File: src/rtl/pe_pkg.sv
package pe_pkg;

   localparam int SEL_W  = 3;
   localparam int N_SRC  = 6;
   localparam int OP_W   = 2;
   localparam int WSEL_W = 2;
   localparam int CMD_W  = 5 * SEL_W + OP_W + 2 + WSEL_W + 1;

   localparam int L_NS  = 0;
   localparam int L_EW  = 1;
   localparam int L_C   = 2;
   localparam int L_CM  = 3;
   localparam int L_FLG = 4;
   localparam int N_LAT = 5;

   typedef enum logic [OP_W-1:0] {
      OP_ADD  = 2'd0,
      OP_AMB  = 2'd1,
      OP_BMA  = 2'd2,
      OP_ADD2 = 2'd3
   } alu_op_e;

   typedef enum logic [WSEL_W-1:0] {
      WS_SUM   = 2'd0,
      WS_CARRY = 2'd1,
      WS_CM    = 2'd2,
      WS_NS    = 2'd3
   } wsel_e;

   typedef struct packed {
      logic             c2;
      wsel_e            wr_sel;
      logic             wr_dst;
      logic             wr_en;
      alu_op_e          op;
      logic [SEL_W-1:0] sel_flg;
      logic [SEL_W-1:0] sel_cm;
      logic [SEL_W-1:0] sel_c;
      logic [SEL_W-1:0] sel_ew;
      logic [SEL_W-1:0] sel_ns;
   } cmd_t;

endpackage

File: src/rtl/pe_bitram.sv
module pe_bitram #(
   parameter int ADDR_W = 6
) (
   input  logic              clk,
   input  logic [ADDR_W-1:0] addr,
   input  logic              we,
   input  logic              wdata,
   output logic              rdata
);
   localparam int DEPTH = 1 << ADDR_W;

   if (ADDR_W < 1 || ADDR_W > 12) begin : g_bad_addr
      $error("pe_bitram: ADDR_W out of supported range");
   end

   logic mem [DEPTH];

   always_ff @(posedge clk) begin
      if (we) mem[addr] <= wdata;
   end

   assign rdata = mem[addr];
endmodule

File: src/rtl/pe_srcmux.sv
module pe_srcmux #(
   parameter int N_SRC = 6,
   parameter int SEL_W = 3
) (
   input  logic [N_SRC-1:0] src,
   input  logic [SEL_W-1:0] sel,
   output logic             dout,
   output logic             hit
);
   if (N_SRC < 1 || N_SRC > (1 << SEL_W)) begin : g_bad_src
      $error("pe_srcmux: N_SRC does not fit the select width");
   end

   always_comb begin
      dout = 1'b0;
      hit  = 1'b0;
      for (int i = 0; i < N_SRC; i++) begin
         if (sel == SEL_W'(i)) begin
            dout = src[i];
            hit  = 1'b1;
         end
      end
   end
endmodule

File: src/rtl/pe_alu.sv
module pe_alu
   import pe_pkg::*;
#(
   parameter bit INV_ADDER = 1'b1
) (
   input  logic    a,
   input  logic    b,
   input  logic    cin,
   input  alu_op_e op,
   output logic    sm,
   output logic    cy
);
   if (INV_ADDER) begin : g_inv
      logic sub, xa, xb, xc, maj;
      always_comb begin
         sub = (op == OP_AMB) || (op == OP_BMA);
         xa  = a ^ (op == OP_BMA);
         xb  = b ^ (op == OP_AMB);
         xc  = cin ^ sub;
         maj = (xa & xb) | (xa & xc) | (xb & xc);
         sm  = xa ^ xb ^ xc;
         cy  = maj ^ sub;
      end
   end else begin : g_direct
      always_comb begin
         sm = a ^ b ^ cin;
         unique case (op)
            OP_AMB:  cy = (~a & b) | (~a & cin) | (b & cin);
            OP_BMA:  cy = (~b & a) | (~b & cin) | (a & cin);
            default: cy = (a & b) | (a & cin) | (b & cin);
         endcase
      end
   end
endmodule

File: src/rtl/pe_cell.sv
module pe_cell
   import pe_pkg::*;
#(
   parameter int ADDR_W    = 6,
   parameter bit INV_ADDER = 1'b1
) (
   input  logic                clk,
   input  logic                rst,
   input  logic [CMD_W-1:0]    cmd,
   input  logic [ADDR_W-1:0]   addr,
   input  logic                north_in,
   input  logic                south_in,
   input  logic                east_in,
   input  logic                west_in,
   input  logic                cm_in,
   output logic                north_out,
   output logic                south_out,
   output logic                east_out,
   output logic                west_out,
   output logic                cm_out,
   output logic                go_n
);
   if (CMD_W != $bits(cmd_t)) begin : g_bad_cmd
      $error("pe_cell: command width mismatch");
   end

   cmd_t             c;
   logic [N_LAT-1:0] lat_q;
   logic             rd_a, rd_b;
   logic             sm, cy;
   logic             fg;
   logic             wdata;
   logic             we_a, we_b;
   logic             flg_q, c_q;
   logic [N_SRC-1:0] src [N_LAT];
   logic [SEL_W-1:0] sel [N_LAT];

   assign c     = cmd_t'(cmd);
   assign flg_q = lat_q[L_FLG];
   assign c_q   = lat_q[L_C];
   assign fg    = ~c.c2 | flg_q;

   pe_alu #(.INV_ADDER(INV_ADDER)) u_alu (
      .a   (lat_q[L_NS]),
      .b   (lat_q[L_EW]),
      .cin (lat_q[L_C]),
      .op  (c.op),
      .sm  (sm),
      .cy  (cy)
   );

   always_comb begin
      src[L_NS]  = {lat_q[L_CM], sm, south_in, north_in, rd_b, rd_a};
      src[L_EW]  = {cy, sm, west_in, east_in, rd_b, rd_a};
      src[L_C]   = {sm, 1'b1, 1'b0, cy, rd_b, rd_a};
      src[L_CM]  = {1'b0, sm, lat_q[L_NS], cm_in, rd_b, rd_a};
      src[L_FLG] = {1'b0, 1'b1, sm, cy, rd_b, rd_a};
      sel[L_NS]  = c.sel_ns;
      sel[L_EW]  = c.sel_ew;
      sel[L_C]   = c.sel_c;
      sel[L_CM]  = c.sel_cm;
      sel[L_FLG] = c.sel_flg;
   end

   for (genvar i = 0; i < N_LAT; i++) begin : g_lat
      localparam logic RST_VAL = (i == L_FLG);
      localparam bit   MASKED  = (i != L_CM);
      logic d, hit, q;

      pe_srcmux #(.N_SRC(N_SRC), .SEL_W(SEL_W)) u_mux (
         .src  (src[i]),
         .sel  (sel[i]),
         .dout (d),
         .hit  (hit)
      );

      always_ff @(posedge clk) begin
         if (rst)                      q <= RST_VAL;
         else if (hit && (!MASKED || fg)) q <= d;
      end

      assign lat_q[i] = q;
   end

   always_comb begin
      unique case (c.wr_sel)
         WS_SUM:   wdata = sm;
         WS_CARRY: wdata = cy;
         WS_CM:    wdata = lat_q[L_CM];
         default:  wdata = lat_q[L_NS];
      endcase
   end

   assign we_a = c.wr_en & fg & ~c.wr_dst & ~rst;
   assign we_b = c.wr_en & fg &  c.wr_dst & ~rst;

   pe_bitram #(.ADDR_W(ADDR_W)) u_ram_a (
      .clk (clk), .addr (addr), .we (we_a), .wdata (wdata), .rdata (rd_a)
   );

   pe_bitram #(.ADDR_W(ADDR_W)) u_ram_b (
      .clk (clk), .addr (addr), .we (we_b), .wdata (wdata), .rdata (rd_b)
   );

   assign north_out = lat_q[L_NS];
   assign south_out = lat_q[L_NS];
   assign east_out  = lat_q[L_EW];
   assign west_out  = lat_q[L_EW];
   assign cm_out    = lat_q[L_CM];
   assign go_n      = ~(fg & ~c_q);
endmodule

File: config.mk
export PLATFORM = sky130hd
export DESIGN_NAME = pe_cell
export DESIGN_NICKNAME = d
export VERILOG_FILES = /design/src/rtl/pe_pkg.sv /design/src/rtl/pe_bitram.sv /design/src/rtl/pe_srcmux.sv /design/src/rtl/pe_alu.sv /design/src/rtl/pe_cell.sv
export SDC_FILE = /design/constraint.sdc
export NUM_CORES = 1
export LEC_CHECK = 0
export BUFFER_PORTS_ARGS = -buffer_cell sky130_fd_sc_hd__buf_2
export CAP_MARGIN = 20
export CORE_ASPECT_RATIO = 1.25
export CORE_MARGIN = 2
export CORE_UTILIZATION = 61
export DETAILED_ROUTE_END_ITERATION = 10
export GPL_TIMING_DRIVEN = 0
export PLACE_DENSITY = 0.8
export SYNTH_ARGS = -nofsm -noshare
export SYNTH_HDL_FRONTEND = slang
export SYNTH_SLANG_ARGS = --single-unit
File: constraint.sdc
create_clock -name clk -period 3.5 [get_ports clk]
set_clock_uncertainty 0.05 [all_clocks]
set_input_delay 0.35 -clock clk [delete_from_list [all_inputs] [get_ports clk]]
set_output_delay 0.35 -clock clk [all_outputs]
set_load 0.005 [all_outputs]
==> results.sh, run 1 <==
export IMPL_critical_path_peak_fanout=10
export IMPL_end_kind="flop"
export IMPL_io_buffer_count=36
export IMPL_preCtsSetupSlack_ns=0.3429
export IMPL_fin_tns_setup_ns=0
export IMPL_layout_worst_path_cycle_share_pct=80.46
export IMPL_final_critical_path_setup_slack_ns=0.6839
export IMPL_clkTransAtPathRegs_ns=0.05
export IMPL_power_ir_vdd_worst_v=0.0004129
export IMPL_synth_area_leaders="sky130_fd_sc_hd__edfxtp_1 61%, sky130_fd_sc_hd__mux4_2 11%, sky130_fd_sc_hd__nor2_1 8.2%, sky130_fd_sc_hd__nand2_1 1.7%, sky130_fd_sc_hd__dfxtp_1 1.6%"
export IMPL_rows=41
export IMPL_ioPinCount=41
export IMPL_hold_violations_final=0
export IMPL_grt_max_degree=129
export IMPL_ys_dominant_reg_cell="sky130_fd_sc_hd__edfxtp_1"
export IMPL_die_height_um=117.9
export IMPL_numCtsBuffers=17
export IMPL_cts_htree_levels=4
export IMPL_sinks_on_the_clock_net=133
export IMPL_timing_critical_path_required_ns=3.75
export IMPL_worstPathArrival_ns=3.07
export IMPL_pwr_density_cell_nw_per_um2=574.7
export IMPL_core_um2=10110
export IMPL_synth_top_cell_area_share_pct=60.72
export IMPL_crit_path_start="addr[2]"
export IMPL_fraction_of_final_layout_cells_sized_beyond_drive_strength_1_pct=20.33
export IMPL_first_pass_grt_wire_length_mm=22.48
export IMPL_synth_largest_area_cell="sky130_fd_sc_hd__edfxtp_1"
export IMPL_min_delay_path_class="input port to flop"
export IMPL_combPwrFrac_pct=12.2
export IMPL_drt_first_pass_iters=6
export IMPL_post_cts_repair_setup_buffers=0
export IMPL_sw_frac_of_total_pct=23.54
export IMPL_n_antenna_cell=0
export IMPL_setup_repair_after_global_routing_missed_its_margin="no"
export IMPL_areaGrowthSynthToFinish_pct=14.92
export IMPL_setup_worst_path_end="cm_out"
export IMPL_r2r_worst_path_cells=5
export IMPL_netlist_instances=482
export IMPL_grt_antenna_before_repair=0
export IMPL_synthesis_area_um2=6330
export IMPL_initial_utilization_pct=62.63
export IMPL_post_cts_hold_buffers=0
export IMPL_endpoints_failing_setup=0
export IMPL_floorplan_die_area_um2=11210
export IMPL_clock_power_share_pct=41.6
export IMPL_outcome="finished clean"
export IMPL_distinct_cell_type_count_after_synthesis=52
export IMPL_clock_tree_buffer_depth=2
export IMPL_critical_path_class="input port to flop"
export IMPL_route_detailed_wl_per_inst_um=22.04
export IMPL_first_global_vias=4324
export IMPL_cts_repair_resize_count=0
export IMPL_reg2reg_slack_ns=0.83
export IMPL_post_route_drc_count=0
export IMPL_critical_path_reg2reg_startpoint="north_out"
export IMPL_synth_sequential_area_ratio_pct=62.30
export IMPL_grt_ovfl_total=0
export IMPL_post_route_min_period_ns=2.816
export IMPL_dp_hpwl_mm=9.188
export IMPL_syn_area_per_cell_um2=13.13
export IMPL_pwr_share_seq_pct=46.2
export IMPL_clkLatencyLatePin_ns=0.42
export IMPL_max_cap_viol_count=0
export IMPL_drt_wl_total_mm=14.99
export IMPL_switching_power_uw=983.9
export IMPL_cts_tree="done"
export IMPL_cell_internal_pwr_uw=3197
export IMPL_timing_rr_end="u_ram_b.mem[49]"
export IMPL_number_of_enable_flip_flop_cells_after_synthesis=128
export IMPL_report_final_slew_viol_count=0
export IMPL_worst_slew_pin_transition_ns=1.191
export IMPL_max_slew_margin_rel_pct=20.40
export IMPL_nFillCells=648
export IMPL_num_vias=4400
export IMPL_postSynth_asyncResetShare_pct=0
export IMPL_die_width_um=95.11
export IMPL_worst_setup_sp_type="input port"
export IMPL_first_iter_violations=593
export IMPL_finalNonFillerCells=680
export IMPL_placedCellCount=648
export IMPL_gpl_final_weighted_congestion=0.8912
export IMPL_max_clock_freq_mhz=355.1
export IMPL_yosysWarnings=0
export IMPL_route_antenna_remaining_nets=0
export IMPL_mappedNetlistNets=520
export IMPL_ys_seq_elements=133
export IMPL_leakage_uw=0.002427
export IMPL_globalRouteTotalUtil_pct=27.90
export IMPL_detail_route_vias_per_cell=6.471
export IMPL_nets=576
export IMPL_clock_root_buffer="sky130_fd_sc_hd__clkbuf_16"
[Yosys cell counts (4+ instances only)]
master and instances:
sky130_fd_sc_hd__a21oi_1 9, sky130_fd_sc_hd__a22o_1 7, sky130_fd_sc_hd__a22oi_1 7, sky130_fd_sc_hd__buf_2 4, sky130_fd_sc_hd__clkbuf_1 22, sky130_fd_sc_hd__dfxtp_1 5, sky130_fd_sc_hd__edfxtp_1 128, sky130_fd_sc_hd__inv_1 6
sky130_fd_sc_hd__mux2i_1 6, sky130_fd_sc_hd__mux4_2 31, sky130_fd_sc_hd__nand2_1 28, sky130_fd_sc_hd__nand2b_1 6, sky130_fd_sc_hd__nand3_1 11, sky130_fd_sc_hd__nor2_1 138, sky130_fd_sc_hd__nor2b_1 6, sky130_fd_sc_hd__nor4b_1 4
sky130_fd_sc_hd__o21ai_0 8
[worst max-delay path, stage by stage]
cell,delay (ns)
sky130_fd_sc_hd__clkbuf_1,0.31
sky130_fd_sc_hd__buf_2,0.39
sky130_fd_sc_hd__buf_2,0.36
sky130_fd_sc_hd__mux4_2,0.37
sky130_fd_sc_hd__a22oi_1,0.20
sky130_fd_sc_hd__nand2_1,0.09
sky130_fd_sc_hd__a211oi_2,0.44
sky130_fd_sc_hd__nand2_1,0.17
sky130_fd_sc_hd__a221o_1,0.37
[how the worst min path moves through the flow]
stage | startpoint | end | slack (ns) | cells past startpoint
final | cmd[13] | flg_q | 0.15 | 3
after global routing | cmd[13] | flg_q | 0.18 | 3
after CTS | cmd[13] | flg_q | 0.15 | 3
after detailed placement | cmd[13] | flg_q | 0.57 | 3
after global placement | cmd[13] | flg_q | 0.55 | 3
after floorplan | cmd[13] | flg_q | 0.42 | 2
[placed cells by master, fill, tap and decap left out, types with 5 or more instances in the layout]
cell type                   count
sky130_fd_sc_hd__nor2b_1        6
sky130_fd_sc_hd__clkbuf_1      25
sky130_fd_sc_hd__nand2b_1       6
sky130_fd_sc_hd__clkbuf_16     17
sky130_fd_sc_hd__a22oi_1        7
sky130_fd_sc_hd__dfxtp_1        5
sky130_fd_sc_hd__nor2_1       138
sky130_fd_sc_hd__mux4_2        30
sky130_fd_sc_hd__nand3_1       11
sky130_fd_sc_hd__nand2_1       28
sky130_fd_sc_hd__a22o_1         7
sky130_fd_sc_hd__inv_1          6
sky130_fd_sc_hd__a21oi_1        9
sky130_fd_sc_hd__mux2i_1        6
sky130_fd_sc_hd__o21ai_0        8
sky130_fd_sc_hd__buf_2         40
sky130_fd_sc_hd__edfxtp_1     128
[metrics by stage]
step	hold slack, ns	power, uW	utilization [%]	area, um2
finish	0.1535	4180	71.98	7274
global route	0.1768	4275	71.98	7274
CTS	0.1475	4165	71.98	7274
detailed placement	0.5741	2464	66.31	6701
global placement	0.5545	2426	66.01	6671
floorplan	0.4225	2276	-	6330
[routing by layer]
| metal | routed length, um | global-route usage (%) | vias up | part of all wire [%] |
|---|---|---|---|---|
| li1 | - | - | 1910 | - |
| met1 | 5338 | 33.80 | 2149 | 36 |
| met2 | 7636 | 45.42 | 288 | 51 |
| met3 | 1380 | 6.210 | 53 | 9.2 |
| met4 | 634 | 15.94 | 0 | 4.2 |
| met5 | 0 | 0 | - | 0 |
[sequential cells by signal (all words and copies together), names as in the netlist]
| signal | flops |
|---|---|
| cm_out | 1 |
| u_ram_b.mem | 64 |
| north_out | 1 |
| flg_q | 1 |
| u_ram_a.mem | 64 |
| east_out | 1 |
| c_q | 1 |
[power by group through the flow]
stage / Sequential [uW] / Clock (uW) / Combinational [uW]
floorplan: 1970 / 0 / 306
global placement: 1980 / 0 / 448
detailed placement: 1960 / 0 / 500
CTS: 1930 / 1730 / 504
global route: 1930 / 1790 / 549
finish: 1930 / 1740 / 511
[cell type report]
cell class / count / area [um2] / share of cell area (%)
clock inverters: 12 / 136.4 / 1.875
clock buffers: 20 / 436.7 / 6.003
inverters: 6 / 22.52 / 0.3096
repair buffers: 37 / 207.7 / 2.855
multi-input cells: 311 / 2207 / 30.34
plain buffers: 32 / 158.9 / 2.184
well taps: 129 / 161.4 / 2.219
flip-flops and latches: 133 / 3944 / 54.21
[cells by family (layout without fill, tap and decap cells)]
| logic type | count (synthesis) | count (layout) | synth area share [%] |
|---|---|---|---|
| simple gates | 216 | 216 | 15.46 |
| buf+inv | 38 | 107 | 2.866 |
| xor+xnor | 5 | 5 | 0.6920 |
| fa+ha+maj | 3 | 3 | 0.7116 |
| mux | 39 | 39 | 12.33 |
| compound gates | 48 | 48 | 5.633 |
| flops | 133 | 133 | 62.30 |
(Power assumes the default switching activity.)
==> inputs of run 2 (changes only) <==
==> constraint.sdc (replaced) <==
create_clock -name clk -period 2.8 [get_ports clk]
set_clock_uncertainty 0.05 [all_clocks]
set_input_delay 0.28 -clock clk [delete_from_list [all_inputs] [get_ports clk]]
set_output_delay 0.28 -clock clk [all_outputs]
set_load 0.005 [all_outputs]
==> run 2 against run 1 <==
Critical path depth fell by 5. Routed wire length decreased by 1.2%. Hold slack got worse by 0.069 ns. Setup slack lost 0.60 ns. Sequential power increased by 25%. Critical endpoint is now u_ram_b.mem[54].
==> results.sh, run 2 (synthesized netlist as in run 1, its figures left out) <==
export IMPL_max_clock_freq_mhz=367.9
export IMPL_end_kind="flop"
export IMPL_clkTransAtPathRegs_ns=0.05
export IMPL_grt_max_degree=65
export IMPL_globalRouteTotalUtil_pct=28.25
export IMPL_numCtsBuffers=17
export IMPL_min_delay_start="cmd[13]"
export IMPL_post_cts_repair_setup_buffers=0
export IMPL_clock_tree_buffer_depth=2
export IMPL_min_delay_worst_endpoint="flg_q"
export IMPL_layout_cells_most_common="sky130_fd_sc_hd__nor2_1"
export IMPL_gpl_final_weighted_congestion=0.8623
export IMPL_areaGrowthSynthToFinish_pct=13.96
export IMPL_nets=576
export IMPL_first_global_vias=4190
export IMPL_area_used_by_sequential_logic_in_the_layout_um2=3945
export IMPL_rows=41
export IMPL_ioPinCount=41
export IMPL_most_common_layout_cells="138 x sky130_fd_sc_hd__nor2_1, 128 x sky130_fd_sc_hd__edfxtp_1, 40 x sky130_fd_sc_hd__buf_2"
export IMPL_power_ir_vdd_worst_v=0.0004998
export IMPL_die_height_um=117.9
export IMPL_first_iter_violations=597
export IMPL_worstPathArrival_ns=2.71
export IMPL_grt_ovfl_total=0
export IMPL_hold_violations_final=0
export IMPL_cp_buffers_inverters=1
export IMPL_timing_rr_end="u_ram_b.mem[54]"
export IMPL_critical_path_peak_fanout=64
export IMPL_nFillCells=680
export IMPL_sinks_on_the_clock_net=133
export IMPL_cts_tree="done"
export IMPL_floorplan_die_area_um2=11210
export IMPL_worst_setup_sp_type="flop"
export IMPL_timing_hold_worst_path_depth=3
export IMPL_min_delay_path_class="input port to flop"
export IMPL_drt_wl_total_mm=14.81
export IMPL_critical_path_reg2reg_startpoint="c_q"
export IMPL_io_buffer_count=36
export IMPL_grt_antenna_before_repair=0
export IMPL_timing_critical_path_required_ns=2.79
export IMPL_route_antenna_remaining_nets=0
export IMPL_r2r_worst_path_cells=4
export IMPL_drt_first_pass_iters=6
export IMPL_placement_cell_area_um2=6686
export IMPL_die_width_um=95.11
export IMPL_leakage_uw=0.002385
export IMPL_critical_path_class="flop to flop"
export IMPL_largest_registers="u_ram_a.mem: 64 flops, u_ram_b.mem: 64 flops"
export IMPL_route_detailed_wl_per_inst_um=21.81
export IMPL_critical_path_top_delay_family="multiplexers"
export IMPL_clock_root_buffer="sky130_fd_sc_hd__clkbuf_16"
export IMPL_outcome="finished clean"
export IMPL_endpoints_failing_setup=0
export IMPL_setup_repair_after_global_routing_missed_its_margin="no"
export IMPL_post_route_drc_count=0
export IMPL_cts_htree_levels=4
export IMPL_detail_route_vias_per_cell=6.457
export IMPL_first_pass_grt_wire_length_mm=22.85
export IMPL_clkLatencyLatePin_ns=0.42
export IMPL_initial_utilization_pct=62.63
export IMPL_layout_worst_path_cycle_share_pct=97.08
export IMPL_report_final_slew_viol_count=0
export IMPL_multiInputGateArea_um2=2245
export IMPL_final_cell_area_um2=7213
export IMPL_worst_slew_pin_transition_ns=1.180
export IMPL_max_cap_viol_count=0
export IMPL_reg2reg_slack_ns=0.08
export IMPL_critical_path_cell_chain="xor2_1 > fa_1 > inv_2 > mux4_4"
export IMPL_max_slew_margin_rel_pct=21.10
export IMPL_fraction_of_final_layout_cells_sized_beyond_drive_strength_1_pct=21.09
export IMPL_slowest_stage="sky130_fd_sc_hd__mux4_4"
export IMPL_n_antenna_cell=0
export IMPL_timing_hold_ws_ns=0.08444
export IMPL_dp_hpwl_mm=9.259
export IMPL_pwr_density_cell_nw_per_um2=685.0
export IMPL_post_route_min_period_ns=2.718
export IMPL_crit_path_max_incr_delay_ns=0.95
export IMPL_num_vias=4384
export IMPL_core_um2=10110
export IMPL_fin_tns_setup_ns=0
export IMPL_post_cts_hold_buffers=0
[run 2: final cells by class]
class,count,share of cell area [%]
plain buffers,32,2.220
clock buffers,19,6.002
clock inverters,12,0.9193
inverters,6,0.3122
multi-input cells,312,31.12
flip-flops and latches,133,54.69
well taps,129,2.238
repair buffers,36,2.498
[run 2: tightest hold or removal path: stages]
cell	delay (ns)
sky130_fd_sc_hd__buf_2	0.11
sky130_fd_sc_hd__a21oi_1	0.06
sky130_fd_sc_hd__o21ai_0	0.07
[run 2: through the flow]
step | util [%] | total power, uW | std cells | setup slack, ns
2_1_floorplan | - | 2845 | 482 | 0.04842
3_3_place_gp | 66.16 | 3026 | 647 | -0.3473
3_5_place_dp | 66.16 | 3051 | 647 | -0.3928
4_1_cts | 71.36 | 4923 | 679 | 0.05855
5_1_grt | 71.38 | 5079 | 679 | 0.02286
6_report | 71.38 | 4941 | 679 | 0.08166
[run 2: repair_timing]
| item | in CTS | in global routing |
|---|---|---|
| setup endpoints to repair | 128 | 131 |
| resized for setup | 2 | 3 |
| pin swaps | 0 | 1 |
| endpoints found under the hold margin | 0 | 0 |
| cloned | 1 | 0 |
[run 2: worst max-delay path by stage]
stage,from,endpoint,slack (ns),cells past startpoint
6_report,c_q,u_ram_b.mem[54],0.08,4
5_1_grt,addr[2],cm_out,0.02,8
4_1_cts,north_out,u_ram_a.mem[53],0.06,4
3_5_place_dp,cmd[15],u_ram_b.mem[42],-0.39,7
3_3_place_gp,cmd[15],u_ram_b.mem[44],-0.35,7
2_1_floorplan,cmd[15],u_ram_a.mem[0],0.05,6
[run 2: per-layer routing]
layer | global-route usage [%] | vias to the layer above | routed length, um
met4 | 10.78 | 0 | 348
met3 | 5.826 | 36 | 1539
met5 | 0 | - | 0
met2 | 45.47 | 291 | 7648
li1 | - | 1910 | -
met1 | 37.84 | 2147 | 5269
[run 2: where the power goes]
| group | switching [uW] | total (uW) | internal, uW |
|---|---|---|---|
| clock | 776 | 1880 | 1100 |
| combinational | 441 | 639 | 198 |
| sequential | 18.0 | 2420 | 2410 |
| total | 1230 | 4940 | 3710 |
==> inputs of run 3 (changes only) <==
--- a/config.mk
+++ b/config.mk
@@ -8,7 +8,7 @@
 export BUFFER_PORTS_ARGS = -buffer_cell sky130_fd_sc_hd__buf_2
 export CAP_MARGIN = 20
 export CORE_ASPECT_RATIO = 1.25
-export CORE_MARGIN = 2
+export CORE_MARGIN = 1
 export CORE_UTILIZATION = 61
 export DETAILED_ROUTE_END_ITERATION = 10
 export GPL_TIMING_DRIVEN = 0
==> run 3 against run 2 <==
Clock power grew 13%. Critical path depth unchanged. Utilization up 0.95 points. Global-route usage is 1.5 points higher. Combinational power hardly changed. Flip-flop and latch count stayed put. Highest routed layer unchanged. Die area shrank 3.8%. Non-clock buffer count grew 1. Register-to-register slack got worse by 0.04 ns. Routed wire length rose by 1.4%. First-iteration DRC count down 1.8%. Setup slack worse by 0.042 ns.
==> results.sh, run 3 (synthesized netlist as in run 1, its figures left out) <==
export IMPL_pwr_density_cell_nw_per_um2=710.7
export IMPL_post_cts_repair_setup_buffers=0
export IMPL_first_pass_grt_wire_length_mm=22.65
export IMPL_min_delay_path_class="input port to flop"
export IMPL_cts_tree="done"
export IMPL_timing_critical_path_required_ns=2.79
export IMPL_route_detailed_wl_per_inst_um=22.04
export IMPL_fin_tns_setup_ns=0
export IMPL_hold_violations_final=0
export IMPL_grt_max_degree=65
export IMPL_max_clock_freq_mhz=362.3
export IMPL_layout_worst_path_cycle_share_pct=98.58
export IMPL_largest_registers="u_ram_a.mem: 64 flops, u_ram_b.mem: 64 flops"
export IMPL_grt_ovfl_total=0
export IMPL_rows=41
export IMPL_post_cts_hold_buffers=0
export IMPL_first_global_vias=4263
export IMPL_outcome="finished clean"
export IMPL_critical_path_class="flop to flop"
export IMPL_cts_htree_levels=4
export IMPL_grt_antenna_before_repair=0
export IMPL_report_final_slew_viol_count=0
export IMPL_initial_utilization_pct=62.63
export IMPL_worst_slew_pin_transition_ns=0.7973
export IMPL_route_antenna_remaining_nets=0
export IMPL_clock_root_buffer="sky130_fd_sc_hd__clkbuf_16"
export IMPL_nets=577
export IMPL_dp_hpwl_mm=9.274
export IMPL_clkTransAtPathRegs_ns=0.05
export IMPL_post_route_drc_count=0
export IMPL_clock_tree_buffer_depth=2
export IMPL_fraction_of_final_layout_cells_sized_beyond_drive_strength_1_pct=21.56
export IMPL_numCtsBuffers=17
export IMPL_leakage_uw=0.002435
export IMPL_first_iter_violations=586
export IMPL_io_buffer_count=36
export IMPL_floorplan_die_area_um2=10790
export IMPL_total_power_uw=5195
export IMPL_gpl_final_weighted_congestion=0.8544
export IMPL_critical_path_peak_fanout=64
export IMPL_n_antenna_cell=0
export IMPL_max_slew_margin_rel_pct=46.36
export IMPL_post_route_min_period_ns=2.760
export IMPL_drt_first_pass_iters=8
export IMPL_num_vias=4408
export IMPL_detail_route_vias_per_cell=6.473
export IMPL_endpoints_failing_setup=0
export IMPL_die_width_um=93.11
export IMPL_clkLatencyLatePin_ns=0.42
export IMPL_timing_hold_ws_ns=0.08239
export IMPL_power_ir_vdd_worst_v=0.0005164
export IMPL_end_kind="flop"
export IMPL_worstPathArrival_ns=2.75
export IMPL_layout_cells_most_common="sky130_fd_sc_hd__nor2_1"
export IMPL_drt_wl_total_mm=15.01
export IMPL_max_cap_viol_count=0
export IMPL_areaGrowthSynthToFinish_pct=15.48
export IMPL_globalRouteTotalUtil_pct=29.73
export IMPL_worst_setup_sp_type="flop"
export IMPL_sinks_on_the_clock_net=133
export IMPL_ioPinCount=41
export IMPL_die_height_um=115.9
export IMPL_most_common_layout_cells="138 x sky130_fd_sc_hd__nor2_1, 128 x sky130_fd_sc_hd__edfxtp_1, 40 x sky130_fd_sc_hd__buf_2"
export IMPL_setup_repair_after_global_routing_missed_its_margin="no"
export IMPL_core_um2=10110
[run 3: changes by cell type in the layout (fill, tap and decap cells not counted), sizes merged]
cell	previous run	this run
clkinv	9	6
bufinv	0	2
clkinvlp	3	2
buf	46	47
clkbuf	41	44
[run 3: layout make-up]
class	instances	area, um2
Buffer	32	158.9
Clock buffer	22	464.2
Clock inverter	10	105.1
Fill cell	659	2796
Inverter	6	22.52
Multi-Input combinational cell	312	2265
Sequential cell	133	3945
Tap cell	129	161.4
Timing Repair Buffer	37	187.7
[run 3: critical path, cell delays in order, from the launching register on]
cell and delay, ns:
sky130_fd_sc_hd__dfxtp_2 0.41, sky130_fd_sc_hd__xnor2_1 0.12, sky130_fd_sc_hd__fa_1 0.65, sky130_fd_sc_hd__inv_1 0.15, sky130_fd_sc_hd__mux4_4 0.95
[run 3: per-stage QoR]
step	instances	util, %	setup WS, ns	cell area [um2]
global route	681	72.33	0.007740	7310
floorplan	482	-	0.04842	6345
CTS	680	72.06	0.09437	7282
detailed placement	647	66.16	-0.4124	6686
global placement	647	66.16	-0.3510	6686
finish	681	72.33	0.03965	7310
[run 3: layer usage]
| layer | global-route usage, % | wire, um | up-vias |
|---|---|---|---|
| met1 | 35.96 | 5320 | 2134 |
| met4 | 16.62 | 657 | 0 |
| met5 | 0 | 0 | - |
| met2 | 49.31 | 7534 | 294 |
| li1 | - | - | 1921 |
| met3 | 7.218 | 1495 | 59 |
[run 3: power by group]
group	switching [uW]	internal (uW)	total, uW	leakage [uW]
Combinational	440	201	641	0.000952
Sequential	15.8	2410	2420	0.00120
Clock	787	1350	2130	0.000279
[run 3: final timing paths]
check / start / end / slack (ns) / cells after the start
max: north_out / u_ram_b.mem[40] / 0.04 / 4
min: cmd[13] / flg_q / 0.08 / 3
max reg2reg: north_out / u_ram_b.mem[40] / 0.04 / 4
min reg2reg: flg_q / flg_q / 0.67 / 4
[run 3: repair_timing]
| action | CTS | global route |
|---|---|---|
| endpoints found under the hold margin | 0 | 0 |
| setup endpoints to repair | 128 | 1 |
| gates cloned | 1 | 0 |
| gates resized for setup | 2 | 2 |
